$ cat src/rtl/snq_pkg.sv
// Package: shared field widths and the operand layout for the NaN
// quieting unit. Assumes an IEEE-style layout of sign, biased exponent
// and fraction, packed from the most significant bit downward.
package snq_pkg;
    parameter int EXP_W  = 8;
    parameter int FRAC_W = 23;
    localparam int DATA_W = 1 + EXP_W + FRAC_W;

    typedef struct packed {
        logic              sign;
        logic [EXP_W-1:0]  expo;
        logic [FRAC_W-1:0] frac;
    } fp_word_t;
endpackage

$ cat src/rtl/snq_classify.sv
// Module: decides whether an operand is a NaN and, if so, whether it is
// signaling under the selected encoding. Purely combinational.
// Assumes: the fraction is at least two bits wide; the top fraction bit
// is the quiet/signal discriminator.
module snq_classify
    import snq_pkg::*;
(
    input  logic [EXP_W-1:0]  expo,
    input  logic [FRAC_W-1:0] frac,
    input  logic              enc2008,
    output logic              sig_nan
);
    localparam int QPOS = FRAC_W - 1;

    logic exp_full;
    logic frac_any;
    logic any_nan;

    // Detect the all-ones exponent and nonzero fraction of a NaN.
    always_comb begin
        exp_full = &expo;
        frac_any = |frac;
        any_nan  = exp_full && frac_any;
    end

    // A NaN signals when the encoding bit and the discriminator differ.
    always_comb begin
        sig_nan = any_nan && (enc2008 ^ frac[QPOS]);
    end
endmodule

$ cat src/rtl/snq_quiet.sv
// Module: produces the quieted fraction of a NaN for both encodings.
// The 2008 encoding sets the discriminator bit. The legacy encoding
// clears it and, when nothing else is left set, sets the next lower bit
// so the result still reads as a NaN. Assumes FRAC_W >= 2.
module snq_quiet
    import snq_pkg::*;
(
    input  logic [FRAC_W-1:0] frac,
    input  logic              enc2008,
    output logic [FRAC_W-1:0] frac_q
);
    localparam int QPOS = FRAC_W - 1;
    localparam int FPOS = FRAC_W - 2;
    localparam logic [FRAC_W-1:0] QMASK = FRAC_W'(1) << QPOS;
    localparam logic [FRAC_W-1:0] FMASK = FRAC_W'(1) << FPOS;

    logic [FRAC_W-1:0] frac_set;
    logic [FRAC_W-1:0] frac_clr;
    logic [FRAC_W-1:0] frac_leg;

    // Candidate fraction for the 2008 encoding.
    always_comb frac_set = frac | QMASK;

    // Candidate fraction for the legacy encoding, with infinity avoided.
    always_comb begin
        frac_clr = frac & ~QMASK;
        frac_leg = (frac_clr == '0) ? FMASK : frac_clr;
    end

    // Pick the candidate that matches the active encoding.
    always_comb frac_q = enc2008 ? frac_set : frac_leg;
endmodule

$ cat src/rtl/snq_unit.sv
// Module: top of the signaling NaN quieting unit. It splits the operand
// into fields, classifies it, quiets it when it signals, and raises the
// invalid flag at the same time. Combinational: it has no clock and no
// reset.
// Assumes: the encoding bit is stable while op_in is evaluated.
module snq_unit
    import snq_pkg::*;
(
    input  logic [DATA_W-1:0] op_in,
    input  logic              nan2008_mode,
    output logic [DATA_W-1:0] op_out,
    output logic              is_snan,
    output logic              invalid
);
    fp_word_t          word_in;
    fp_word_t          word_out;
    logic              sig_nan;
    logic [FRAC_W-1:0] frac_q;

    // View the incoming bits as sign, exponent and fraction.
    always_comb word_in = fp_word_t'(op_in);

    snq_classify u_classify (
        .expo    (word_in.expo),
        .frac    (word_in.frac),
        .enc2008 (nan2008_mode),
        .sig_nan (sig_nan)
    );

    snq_quiet u_quiet (
        .frac    (word_in.frac),
        .enc2008 (nan2008_mode),
        .frac_q  (frac_q)
    );

    // Substitute the quieted fraction only for a signaling NaN.
    always_comb begin
        word_out      = word_in;
        if (sig_nan) begin
            word_out.frac = frac_q;
        end
    end

    // Drive the result and the two indications.
    always_comb begin
        op_out  = DATA_W'(word_out);
        is_snan = sig_nan;
        invalid = sig_nan;
    end
endmodule


$ cat config.mk
export PLATFORM = sky130hd
export DESIGN_NAME = snq_unit
export DESIGN_NICKNAME = d
export VERILOG_FILES = /design/src/rtl/snq_pkg.sv /design/src/rtl/snq_classify.sv /design/src/rtl/snq_quiet.sv /design/src/rtl/snq_unit.sv
export SDC_FILE = /design/constraint.sdc
export NUM_CORES = 1
export LEC_CHECK = 0
export BUFFER_PORTS_ARGS = -buffer_cell sky130_fd_sc_hd__buf_4
export CAP_MARGIN = 20
export CORE_AREA = 2 2 39 41
export DETAILED_ROUTE_END_ITERATION = 6
export DIE_AREA = 0 0 41 43
export PLACE_DENSITY = 0.77
export SYNTH_ARGS = -nofsm -noshare
export SYNTH_HDL_FRONTEND = slang
export SYNTH_SLANG_ARGS = --single-unit
$ cat constraint.sdc
create_clock -name vclk -period 0.9
set_input_delay 0 -clock vclk [all_inputs]
set_output_delay 0 -clock vclk [all_outputs]
set_load 0.01 [all_outputs]
==> results by group <==
Timing
  – Final hold vios: 0
  – Final WS setup: -0.101 ns
  – Max frequency: 999 MHz
  – Worst slew margin: 85.2%
  – Fin. max-slew vios: 0
  – RSZ-0062 raised after global routing: yes
  – Tcrit/Tclk final: 111%
  – Tmin final: 1.00 ns
  – Final setup fails: 4
  – Least-Margin Pin Slew: 0.220 ns

Synth
  – Post-synthesis cell count: 51
  – Main combinational cell family by area after synthesis: buffers and inverters
  – Post-synthesis mux area share: 3.35%
  – Synth Area in Compound Gates: 8.79%
  – Post-synthesis sequential area ratio: 0%
  – YS warnings: 0
  – Post-Synth XOR/XNOR Area: 0%
  – Syn_nets: 84
  – Area share of fa/ha/maj cells after synthesis: 0%
  – Syn Area/Cell: 5.86 um^2
  – Distinct cells, synth: 18
  – Post-Synth Simple-Gate Area: 32.2%
  – Mapped Area: 299 um^2

Global routing
  – Tot GR Track Use: 13.8%
  – First-pass GRT wire length: 1.75 mm
  – Initial antenna violation count: 0
  – Largest net degree at the start of global routing: 5
  – Gr ovfl total: 0
  – Number of global-route vias before repair: 449

Final layout
  – Seq cells: 0
  – Design area: 787 um^2
  – Clock buffers: 0
  – Layout Nets: 125
  – Storage element area: 0 um^2
  – Fin cells: 106
  – Fillers: 126
  – Antenna Cells: 0
  – Most common cell after layout, fill and taps aside: buf_4
  – Commonest cells after routing, fill and taps aside: buf_4 (61), buf_6 (8), nor4_4 (4)
  – Layout area overhead: 163%
  – Multi-input gate area: 200 um^2
  – Layout cells sized above 1: 88.9%

Power
  – Final Power: 357 uW
  – Max IR drop VDD: 0.000258 V
  – Leak Pwr: 0.397 nW
  – Pwr dens: 454 nW/um^2

Placed design
  – Pre-CTS WS: -0.230 ns
  – Post-DP HPWL: 991 um
  – Placed insts: 106
  – Port bufs: 65
  – DP Area: 682 um^2
  – GPL Wtd Cong: 0.684

Critical path
  – Worst Path Required: 0.90 ns
  – Critical path type: in2out
  – Max stage delay on crit path: 0.32 ns
  – CP Launch Type: primary input
  – CP Max Fanout: 3
  – CP endpoint kind: output pin
  – CP Cell Sequence: buf_6, nor4_4, nand2_1, o41ai_2, buf_4
  – Crit path launch: op_in[10]
  – Critical path's slowest cell: o41ai_2
  – WP data arrival: 1.00 ns

Routing
  – Number of vias per cell: 4.39
  – # DRC: 0
  – Drt pass-1 iters: 1
  – Post-route ant nets: 0
  – Avg WL per Cell: 11.9 um
  – Starting DRC count in detailed routing: 0
  – Detailed Route WL: 1.26 mm
  – Via Count: 465

Hold path
  – Worst Min Path Start: op_in[31]
  – Hold Crit Endpoint: op_out[31]
  – HP Class: in2out
  – Hold path depth: 0

Floorplanning
  – Core box area: 1380 um^2
  – Die ar.: 1760 um^2
  – Starting density of the core: 21.6%
  – FP Rows: 14
  – Die Span Y: 43 um
  – Width of the die: 41 um
  – I/O Pins: 67

Outcome
  – Outcome: finished with violations
  – Failing checks: negative setup slack

Job
  – Max cap viols: 0
==> Yosys cell counts (2+ instances only) <==
cell type	number	area (um^2)
buf_2	2	10.0
buf_4	10	75.1
clkbuf_1	18	67.6
nand4_1	3	18.8
nor2_1	2	7.51
nor4_1	4	25.0
==> worst max-delay path by stage <==
| stage | to | slack [ns] |
|---|---|---|
| 2_1_floorplan | is_snan | 0.03 |
| 3_3_place_gp | op_out[21] | -0.20 |
| 3_5_place_dp | op_out[21] | -0.23 |
| 4_1_cts | invalid | -0.09 |
| 5_1_grt | op_out[22] | -0.19 |
| 6_report | op_out[21] | -0.10 |
==> layer usage <==
metal / up-vias / routed length, um / track usage [%]
met4: 0 / 0 / 0
li1: 223 / - / -
met2: 35 / 775 / 30.6
met5: - / 0 / 0
met1: 207 / 333 / 11.7
met3: 0 / 152 / 1.57
==> stage by stage <==
stage               hold slack, ns  TNS, ns  utilization, %
floorplan                   0.0836        0               -
global placement         0.0000686   -0.700            49.3
detailed placement       0.0000686   -0.800            49.3
CTS                      0.0000686   -0.292            54.8
global route             0.0000673   -0.748            56.9
finish                   0.0000146   -0.345            56.9
==> what timing repair did <==
| action | in CTS | in global routing |
|---|---|---|
| hold buffers | 0 | 0 |
| pin swaps | 10 | 5 |
| setup endpoints to repair | 4 | 4 |
| resized for setup | 16 | 5 |
| buffers inserted | 0 | 0 |
==> worst max-delay path, delay by kind of cell <==
kind | cells | cell delay (ns)
AOI/OAI and AO/OA | 1 | 0.32
buffers and inverters | 2 | 0.27
and+or+nand+nor | 2 | 0.41
==> layout make-up <==
cell class / instances / share of cell area (%)
inverter: 1 / 0.477
multi-input combinational: 19 / 25.4
tap: 16 / 2.54
timing repair buffer: 70 / 71.5
==> where the power goes <==
group          switching, mW  internal, mW
registers                  0             0
clock network              0             0
logic                  0.138         0.220
==> logic make-up (layout without fill, tap and decap cells) <==
| logic type | after synthesis | in the layout |
|---|---|---|
| AO/OA/AOI/OAI | 3 | 3 |
| multiplexers | 1 | 1 |
| buffers and inverters | 32 | 71 |
| AND/OR/NAND/NOR | 15 | 15 |
(Power assumes the default switching activity.)
